===== config.mk =====
export PLATFORM = sky130hd
export DESIGN_NAME = xlate_tlb
export DESIGN_NICKNAME = d
export VERILOG_FILES = /design/src/rtl/xlate_tlb_pkg.sv /design/src/rtl/xlate_tlb_tags.sv /design/src/rtl/xlate_tlb_lru.sv /design/src/rtl/xlate_tlb_walk.sv /design/src/rtl/xlate_tlb.sv
export SDC_FILE = /design/constraint.sdc
export NUM_CORES = 1
export LEC_CHECK = 0
export CORE_AREA = 2 2 198 200
export DETAILED_ROUTE_END_ITERATION = 10
export DIE_AREA = 0 0 200 202
export MAX_ROUTING_LAYER = met4
export PLACE_DENSITY = 0.85
export SLEW_MARGIN = 40
export SYNTH_ARGS = -nofsm -noshare
export SYNTH_HDL_FRONTEND = slang
export SYNTH_SLANG_ARGS = --single-unit
export TNS_END_PERCENT = 30

===== constraint.sdc =====
create_clock -name clk -period 5.25 [get_ports clk]
set_input_delay 0.7875 -clock clk [delete_from_list [all_inputs] [get_ports clk]]
set_output_delay 0.7875 -clock clk [all_outputs]
set_load 0.02 [all_outputs]

===== src/rtl/xlate_tlb_pkg.sv =====
package xlate_tlb_pkg;
   // descriptor flag positions decoded by the walker
   localparam int PTE_RES_BIT = 0;
   localparam int PTE_MOD_BIT = 1;

   typedef enum logic [0:0] {
      WK_IDLE = 1'b0,
      WK_WAIT = 1'b1
   } walk_state_e;
endpackage


===== src/rtl/xlate_tlb_tags.sv =====
module xlate_tlb_tags #(
   parameter int ENTRIES = 8,
   parameter int VPN_W   = 20,
   parameter int PFN_W   = 20,
   localparam int IDX_W  = $clog2(ENTRIES)
) (
   input  logic               clk,
   input  logic               rst_n,
   input  logic [VPN_W-1:0]   lk_vpn,
   output logic [ENTRIES-1:0] hit_vec,
   output logic               hit_any,
   output logic [IDX_W-1:0]   hit_idx,
   output logic [PFN_W-1:0]   hit_pfn,
   output logic               hit_dirty,
   output logic [ENTRIES-1:0] valid_vec,
   input  logic               wr_en,
   input  logic [IDX_W-1:0]   wr_idx,
   input  logic [VPN_W-1:0]   wr_vpn,
   input  logic [PFN_W-1:0]   wr_pfn,
   input  logic               wr_dirty,
   input  logic               inv_en,
   input  logic [VPN_W-1:0]   inv_vpn
);
   logic [VPN_W-1:0]   tag_q [ENTRIES];
   logic [PFN_W-1:0]   pfn_q [ENTRIES];
   logic [ENTRIES-1:0] dirty_q;
   logic [ENTRIES-1:0] valid_q;

   always_ff @(posedge clk) begin
      if (!rst_n) begin
         valid_q <= '0;
      end else begin
         for (int i = 0; i < ENTRIES; i++) begin
            if (wr_en && wr_idx == IDX_W'(i))
               valid_q[i] <= 1'b1;
            else if (inv_en && tag_q[i] == inv_vpn)
               valid_q[i] <= 1'b0;
         end
      end
   end

   always_ff @(posedge clk) begin
      for (int i = 0; i < ENTRIES; i++) begin
         if (wr_en && wr_idx == IDX_W'(i)) begin
            tag_q[i]   <= wr_vpn;
            pfn_q[i]   <= wr_pfn;
            dirty_q[i] <= wr_dirty;
         end
      end
   end

   // one comparator per entry, all in parallel
   for (genvar g = 0; g < ENTRIES; g++) begin : g_cmp
      assign hit_vec[g] = valid_q[g] && (tag_q[g] == lk_vpn);
   end

   always_comb begin
      hit_idx   = '0;
      hit_pfn   = '0;
      hit_dirty = 1'b0;
      for (int i = 0; i < ENTRIES; i++) begin
         if (hit_vec[i]) begin
            hit_idx   = hit_idx | IDX_W'(i);
            hit_pfn   = hit_pfn | pfn_q[i];
            hit_dirty = hit_dirty | dirty_q[i];
         end
      end
   end

   assign hit_any   = |hit_vec;
   assign valid_vec = valid_q;
endmodule


===== src/rtl/xlate_tlb_lru.sv =====
module xlate_tlb_lru #(
   parameter int ENTRIES = 8,
   localparam int IDX_W  = $clog2(ENTRIES)
) (
   input  logic               clk,
   input  logic               rst_n,
   input  logic [ENTRIES-1:0] valid_vec,
   input  logic               touch_en,
   input  logic [IDX_W-1:0]   touch_idx,
   output logic [IDX_W-1:0]   victim_idx
);
   localparam logic [IDX_W-1:0] OLDEST = IDX_W'(ENTRIES - 1);

   // ages form a permutation of 0..ENTRIES-1; 0 is most recent
   logic [IDX_W-1:0] age_q [ENTRIES];
   logic [IDX_W-1:0] touch_age;
   logic             free_found;

   assign touch_age = age_q[touch_idx];

   always_ff @(posedge clk) begin
      if (!rst_n) begin
         for (int i = 0; i < ENTRIES; i++) age_q[i] <= IDX_W'(i);
      end else if (touch_en) begin
         for (int i = 0; i < ENTRIES; i++) begin
            if (IDX_W'(i) == touch_idx)
               age_q[i] <= '0;
            else if (age_q[i] < touch_age)
               age_q[i] <= age_q[i] + 1'b1;
         end
      end
   end

   always_comb begin
      victim_idx = '0;
      free_found = 1'b0;
      for (int i = ENTRIES - 1; i >= 0; i--) begin
         if (!valid_vec[i]) begin
            victim_idx = IDX_W'(i);
            free_found = 1'b1;
         end
      end
      if (!free_found) begin
         for (int i = 0; i < ENTRIES; i++)
            if (age_q[i] == OLDEST) victim_idx = IDX_W'(i);
      end
   end
endmodule


===== src/rtl/xlate_tlb_walk.sv =====
module xlate_tlb_walk
   import xlate_tlb_pkg::*;
#(
   parameter int VA_W      = 32,
   parameter int PA_W      = 32,
   parameter int PAGE_BITS = 12,
   parameter int PTE_W     = 32,
   localparam int VPN_W    = VA_W - PAGE_BITS,
   localparam int PFN_W    = PA_W - PAGE_BITS
) (
   input  logic                 clk,
   input  logic                 rst_n,
   input  logic                 req_valid,
   input  logic [VA_W-1:0]      req_vaddr,
   output logic                 req_ready,
   input  logic [PA_W-1:0]      pt_base,
   input  logic                 hit_any,
   input  logic [PFN_W-1:0]     hit_pfn,
   input  logic                 hit_dirty,
   input  logic                 inv_en,
   input  logic [VPN_W-1:0]     inv_vpn,
   output logic                 mem_req,
   output logic [PA_W-1:0]      mem_addr,
   input  logic                 mem_ack,
   input  logic [PTE_W-1:0]     mem_rdata,
   output logic                 rsp_valid,
   output logic [PA_W-1:0]      rsp_paddr,
   output logic                 rsp_dirty,
   output logic                 rsp_fault,
   output logic                 hit_touch,
   output logic                 fill_en,
   output logic [VPN_W-1:0]     fill_vpn,
   output logic [PFN_W-1:0]     fill_pfn,
   output logic                 fill_dirty
);
   walk_state_e          state_q;
   logic [VPN_W-1:0]     vpn_q;
   logic [PAGE_BITS-1:0] off_q;
   logic                 accept;
   logic                 pte_res;
   logic [PA_W-1:0]      vpn_scaled;
   logic                 unused_pte;

   assign req_ready  = (state_q == WK_IDLE);
   assign accept     = req_valid && req_ready;
   assign hit_touch  = accept && hit_any;
   assign pte_res    = mem_rdata[PTE_RES_BIT];
   assign fill_vpn   = vpn_q;
   assign fill_pfn   = mem_rdata[PTE_W-1 -: PFN_W];
   assign fill_dirty = mem_rdata[PTE_MOD_BIT];
   assign fill_en    = (state_q == WK_WAIT) && mem_ack && pte_res &&
                       !(inv_en && inv_vpn == vpn_q);
   assign vpn_scaled = PA_W'(req_vaddr[VA_W-1:PAGE_BITS]) << 2;
   assign unused_pte = ^mem_rdata;

   always_ff @(posedge clk) begin
      if (!rst_n) begin
         state_q   <= WK_IDLE;
         mem_req   <= 1'b0;
         mem_addr  <= '0;
         vpn_q     <= '0;
         off_q     <= '0;
         rsp_valid <= 1'b0;
         rsp_paddr <= '0;
         rsp_dirty <= 1'b0;
         rsp_fault <= 1'b0;
      end else begin
         rsp_valid <= 1'b0;
         unique case (state_q)
            WK_IDLE: begin
               if (accept) begin
                  off_q <= req_vaddr[PAGE_BITS-1:0];
                  vpn_q <= req_vaddr[VA_W-1:PAGE_BITS];
                  if (hit_any) begin
                     rsp_valid <= 1'b1;
                     rsp_paddr <= {hit_pfn, req_vaddr[PAGE_BITS-1:0]};
                     rsp_dirty <= hit_dirty;
                     rsp_fault <= 1'b0;
                  end else begin
                     state_q  <= WK_WAIT;
                     mem_req  <= 1'b1;
                     mem_addr <= pt_base + vpn_scaled;
                  end
               end
            end
            WK_WAIT: begin
               if (mem_ack) begin
                  state_q   <= WK_IDLE;
                  mem_req   <= 1'b0;
                  rsp_valid <= 1'b1;
                  if (pte_res) begin
                     rsp_paddr <= {fill_pfn, off_q};
                     rsp_dirty <= fill_dirty;
                     rsp_fault <= 1'b0;
                  end else begin
                     rsp_paddr <= '0;
                     rsp_dirty <= 1'b0;
                     rsp_fault <= 1'b1;
                  end
               end
            end
            default: state_q <= WK_IDLE;
         endcase
      end
   end
endmodule


===== src/rtl/xlate_tlb.sv =====
module xlate_tlb #(
   parameter int VA_W      = 32,
   parameter int PA_W      = 32,
   parameter int PAGE_BITS = 12,
   parameter int PTE_W     = 32,
   parameter int ENTRIES   = 8,
   localparam int VPN_W    = VA_W - PAGE_BITS,
   localparam int PFN_W    = PA_W - PAGE_BITS,
   localparam int IDX_W    = $clog2(ENTRIES)
) (
   input  logic             clk,
   input  logic             rst_n,
   input  logic             req_valid,
   input  logic [VA_W-1:0]  req_vaddr,
   output logic             req_ready,
   output logic             rsp_valid,
   output logic [PA_W-1:0]  rsp_paddr,
   output logic             rsp_dirty,
   output logic             rsp_fault,
   input  logic [PA_W-1:0]  pt_base,
   input  logic             inv_valid,
   input  logic [VPN_W-1:0] inv_vpn,
   output logic             mem_req,
   output logic [PA_W-1:0]  mem_addr,
   input  logic             mem_ack,
   input  logic [PTE_W-1:0] mem_rdata
);
   if (ENTRIES < 2) begin : g_bad_entries
      $error("xlate_tlb: ENTRIES must be at least 2");
   end
   if (PAGE_BITS < 2 || PAGE_BITS >= VA_W || PAGE_BITS >= PA_W) begin : g_bad_page
      $error("xlate_tlb: PAGE_BITS out of range");
   end
   if (PTE_W < PFN_W + 2) begin : g_bad_pte
      $error("xlate_tlb: descriptor too narrow for frame and flags");
   end
   if (PA_W < VPN_W + 2) begin : g_bad_pa
      $error("xlate_tlb: PA_W cannot hold the scaled page number");
   end

   logic [ENTRIES-1:0] hit_vec;
   logic [ENTRIES-1:0] valid_vec;
   logic               hit_any;
   logic [IDX_W-1:0]   hit_idx;
   logic [PFN_W-1:0]   hit_pfn;
   logic               hit_dirty;
   logic               hit_touch;
   logic               fill_en;
   logic [VPN_W-1:0]   fill_vpn;
   logic [PFN_W-1:0]   fill_pfn;
   logic               fill_dirty;
   logic [IDX_W-1:0]   victim_idx;
   logic               touch_en;
   logic [IDX_W-1:0]   touch_idx;

   assign touch_en  = hit_touch || fill_en;
   assign touch_idx = fill_en ? victim_idx : hit_idx;

   xlate_tlb_tags #(.ENTRIES(ENTRIES), .VPN_W(VPN_W), .PFN_W(PFN_W)) u_tags (
      .clk       (clk),
      .rst_n     (rst_n),
      .lk_vpn    (req_vaddr[VA_W-1:PAGE_BITS]),
      .hit_vec   (hit_vec),
      .hit_any   (hit_any),
      .hit_idx   (hit_idx),
      .hit_pfn   (hit_pfn),
      .hit_dirty (hit_dirty),
      .valid_vec (valid_vec),
      .wr_en     (fill_en),
      .wr_idx    (victim_idx),
      .wr_vpn    (fill_vpn),
      .wr_pfn    (fill_pfn),
      .wr_dirty  (fill_dirty),
      .inv_en    (inv_valid),
      .inv_vpn   (inv_vpn)
   );

   xlate_tlb_lru #(.ENTRIES(ENTRIES)) u_lru (
      .clk        (clk),
      .rst_n      (rst_n),
      .valid_vec  (valid_vec),
      .touch_en   (touch_en),
      .touch_idx  (touch_idx),
      .victim_idx (victim_idx)
   );

   xlate_tlb_walk #(
      .VA_W(VA_W), .PA_W(PA_W), .PAGE_BITS(PAGE_BITS), .PTE_W(PTE_W)
   ) u_walk (
      .clk        (clk),
      .rst_n      (rst_n),
      .req_valid  (req_valid),
      .req_vaddr  (req_vaddr),
      .req_ready  (req_ready),
      .pt_base    (pt_base),
      .hit_any    (hit_any),
      .hit_pfn    (hit_pfn),
      .hit_dirty  (hit_dirty),
      .inv_en     (inv_valid),
      .inv_vpn    (inv_vpn),
      .mem_req    (mem_req),
      .mem_addr   (mem_addr),
      .mem_ack    (mem_ack),
      .mem_rdata  (mem_rdata),
      .rsp_valid  (rsp_valid),
      .rsp_paddr  (rsp_paddr),
      .rsp_dirty  (rsp_dirty),
      .rsp_fault  (rsp_fault),
      .hit_touch  (hit_touch),
      .fill_en    (fill_en),
      .fill_vpn   (fill_vpn),
      .fill_pfn   (fill_pfn),
      .fill_dirty (fill_dirty)
   );
endmodule


==> results of run 1 <==
## cells in the mapped netlist (11+ instances only)
library cell | n | area (µm²)
sky130_fd_sc_hd__o211a_1 | 36 | 360
sky130_fd_sc_hd__nand4_1 | 57 | 357
sky130_fd_sc_hd__nor3_1 | 13 | 65.1
sky130_fd_sc_hd__a21oi_1 | 58 | 290
sky130_fd_sc_hd__nand2_1 | 177 | 664
sky130_fd_sc_hd__xor2_1 | 135 | 1180
sky130_fd_sc_hd__edfxtp_1 | 352 | 10600
sky130_fd_sc_hd__a22oi_1 | 42 | 315
sky130_fd_sc_hd__and2_1 | 11 | 68.8
sky130_fd_sc_hd__nor2_1 | 28 | 105
sky130_fd_sc_hd__nand3_1 | 52 | 260
sky130_fd_sc_hd__nor2b_1 | 19 | 119
sky130_fd_sc_hd__a31oi_1 | 25 | 156
sky130_fd_sc_hd__buf_2 | 36 | 180
sky130_fd_sc_hd__ha_1 | 44 | 551
sky130_fd_sc_hd__a221oi_1 | 23 | 201
sky130_fd_sc_hd__mux2i_1 | 14 | 140
sky130_fd_sc_hd__nor4_1 | 50 | 313
sky130_fd_sc_hd__a22o_1 | 21 | 184
sky130_fd_sc_hd__a21boi_0 | 51 | 383
sky130_fd_sc_hd__inv_1 | 18 | 67.6
sky130_fd_sc_hd__clkbuf_1 | 59 | 221
sky130_fd_sc_hd__dfxtp_1 | 109 | 2180
sky130_fd_sc_hd__o21ai_0 | 34 | 170
sky130_fd_sc_hd__xnor2_1 | 231 | 2020
## sequential cells by signal, summed over array words and instances (netlist names), 8 cells and up
name,cells
u_walk.off_q,12
u_walk.rsp_paddr,32
u_walk.fill_vpn,20
u_tags.dirty_q,8
u_tags.tag_q,160
u_lru.age_q,24
u_tags.pfn_q,160
u_walk.mem_addr,32
u_tags.valid_vec,8
## critical path, cell delays in order
cell	delay, ps
sky130_fd_sc_hd__clkdlybuf4s50_1	500
sky130_fd_sc_hd__xor2_1	190
sky130_fd_sc_hd__nor4_1	460
sky130_fd_sc_hd__nand4_1	220
sky130_fd_sc_hd__buf_4	210
sky130_fd_sc_hd__o2111ai_2	240
sky130_fd_sc_hd__inv_2	60
sky130_fd_sc_hd__buf_4	160
sky130_fd_sc_hd__or3_1	360
sky130_fd_sc_hd__o31a_1	330
sky130_fd_sc_hd__buf_4	160
sky130_fd_sc_hd__a21oi_1	460
sky130_fd_sc_hd__ha_1	360
sky130_fd_sc_hd__or3_1	360
sky130_fd_sc_hd__a21oi_1	140
sky130_fd_sc_hd__o21ba_2	170
## metrics by stage
| step | cell area (µm²) | instances |
|---|---|---|
| 2_1_floorplan | 22000 | 1807 |
| 3_3_place_gp | 25500 | 2551 |
| 3_5_place_dp | 25500 | 2552 |
| 4_1_cts | 27100 | 2642 |
| 5_1_grt | 27200 | 2649 |
| 6_report | 27200 | 2649 |
## routing by layer
metal  part of all wire  track usage
met1               0.37        0.447
met2               0.47        0.567
met3               0.10       0.0696
met4              0.060        0.193
met5                  0            -
## worst paths after layout
check,cells past startpoint,slack [ps],start,end
worst max register to register,15,760,u_walk.fill_vpn[14],u_lru.age_q[4][2]
worst min register to register,2,470,u_walk.mem_addr[13],u_walk.mem_addr[13]
worst min-delay path,2,470,u_walk.mem_addr[13],u_walk.mem_addr[13]
worst max-delay path,16,450,inv_vpn[1],u_lru.age_q[4][2]
## layout make-up
class,count,area [µm²],share of cell area
repair buffers,339,3240,0.119
flip-flops and latches,461,12800,0.469
inverters,19,71.3,0.00262
well taps,518,648,0.0238
diodes,5,12.5,0.000460
clock inverters,23,275,0.0101
multi-input cells,1217,8860,0.326
clock buffers,67,1350,0.0497
## cells by family after synthesis
kind of cell    Yosys count  share of synthesized area
flops                   461                      0.578
simple gates            441                      0.100
xor+xnor                366                      0.145
compound gates          349                      0.117
buf+inv                 129                     0.0257
fa+ha+maj                46                     0.0263
mux                      15                    0.00687
## power by group
group | switching, W | leakage, nW | internal [W]
combinational | 0.000587 | 4.77 | 0.000437
clock | 0.00149 | 0.791 | 0.00202
sequential | 0.0000491 | 4.12 | 0.00399
total | 0.00213 | 9.68 | 0.00645
==> reports/qor_table.md, run 1 <==
| Parameter | Value |
|:---|:---|
| Result of the run | completed |
| Total vias in the final route | 16600 |
| Fraction of layout cells with a size suffix above 1 | 0.127 |
| Tightest Pin Transition | 780 ps |
| Routed vias/inst | 6.27 |
| Total half-perimeter wirelength after legalization and detailed placement | 46.2 mm |
| Post-route core utilization | 0.711 |
| Worst slew margin | 0.480 |
| Syn Area/Cell | 12.2 µm² |
| Drt first pass iters | 8 |
| Top fanout value on the critical path | 6 |
| DRC violation count after routing | 0 |
| Vertical die dimension | 202 µm |
| Max Transition Viols Final | 0 |
| CTS Root Buffer Type | sky130_fd_sc_hd__clkbuf_16 |
| CP Class | in -> reg |
| Count of boundary I/O pins | 190 |
| Clock buffers created by TritonCTS | 48 |
| # resized after CTS | 0 |
| Largest voltage drop on the vdd net | 0.367 mV |
| Die span in x | 200 µm |
| Total gr overflow | 0 |
| Crit path DAT | 5150 ps |
| Final period util | 0.914 |
| Total global routing track utilization | 0.363 |
| Most frequent cells in the layout | 352 x sky130_fd_sc_hd__edfxtp_1, 231 x sky130_fd_sc_hd__xnor2_1, 178 x sky130_fd_sc_hd__clkdlybuf4s50_1 |
| Number of setup violations in the final report | 0 |
| Number of unique standard cell types used by synthesis | 67 |
| Filler cell count in the final layout | 2658 |
| Hold buffer count at CTS | 0 |
| Syn. warnings | 0 |
| Total power | 0.00857 W |
| Seq/Total Area, Yosys | 0.578 |
| H-tree levels | 2 |
| Total Neg Setup Slack | 0 ps |
| Area of the core | 38300 µm² |
| Synthesized net count | 1973 |
| Max-cap violations | 0 |
| First-pass GRT wire length | 104 mm |
| Number of rows created at floorplan | 72 |
| Clock tree from TritonCTS | built |
| Number of nets with antenna violations after routing | 0 |
| Post-layout min period | 4800 ps |
| Worst setup slack before clock tree synthesis | -79.3 ps |
| Routability cong. | 0.987 |
| Insertion delay to the later sink of the worst-skew pair | 610 ps |
| Number of global-route vias before repair | 16500 |
| Area delta synth->final | 23.4% |
| Starting utilization of the core area | 0.576 |
| Wire per inst | 26.5 µm |
| Required time reported for the critical path endpoint | 5610 ps |
| Worst Skew | 21.7 ps |
| Number of enable-type register cells in the synthesized netlist | 352 |
| Leading cell type in the layout, fill and taps excluded | sky130_fd_sc_hd__edfxtp_1 |
| Startpoint Class | input port |
| Fraction of registers with async set/reset | 0 |
| Power per unit of standard cell area | 315 nW/µm² |
| Total Routed Length | 70.2 mm |
| Maximum buffer depth of the clock tree | 3 |
| Count of port buffers added during placement | 179 |
| Number of post-CTS setup repair buffers | 0 |
| Number of clock sinks | 461 |
| Overall die area | 40400 µm² |
| Net total in the final layout | 2252 |
| Number of failing hold endpoints at the final stage | 0 |
| Antenna violations before repair | 5 |
| Drt initial violations | 1853 |
| Clock Pin Slew Worst Setup and Hold Paths | 60 ps |
| Max Freq | 0.209 GHz |
| Leakage dissipation | 9.68 nW |
| Crit path setup slack, layout | 454 ps |
| Worst hold path type | reg -> reg |
| Maximum number of pins on one net before global-route repair | 75 |
| Synthesis-stage register bit count | 461 |
| RSZ-0062 raised after global routing | no |
| Gate count after technology mapping | 1807 |
| Hold Slack | 468 ps |
| Leading register cell type out of synthesis | sky130_fd_sc_hd__edfxtp_1 |
| Kind of capture point of the worst setup path | register |
| Cell area after synthesis | 22000 µm² |
(Power assumes the default switching activity.)
==> inputs of run 2 (changes only) <==
ABC_CLOCK_PERIOD_IN_PS = 5250   (was unset)
==> results of run 2 <==
Same layout as run 1: the final DEF is identical, and so are final timing and power.
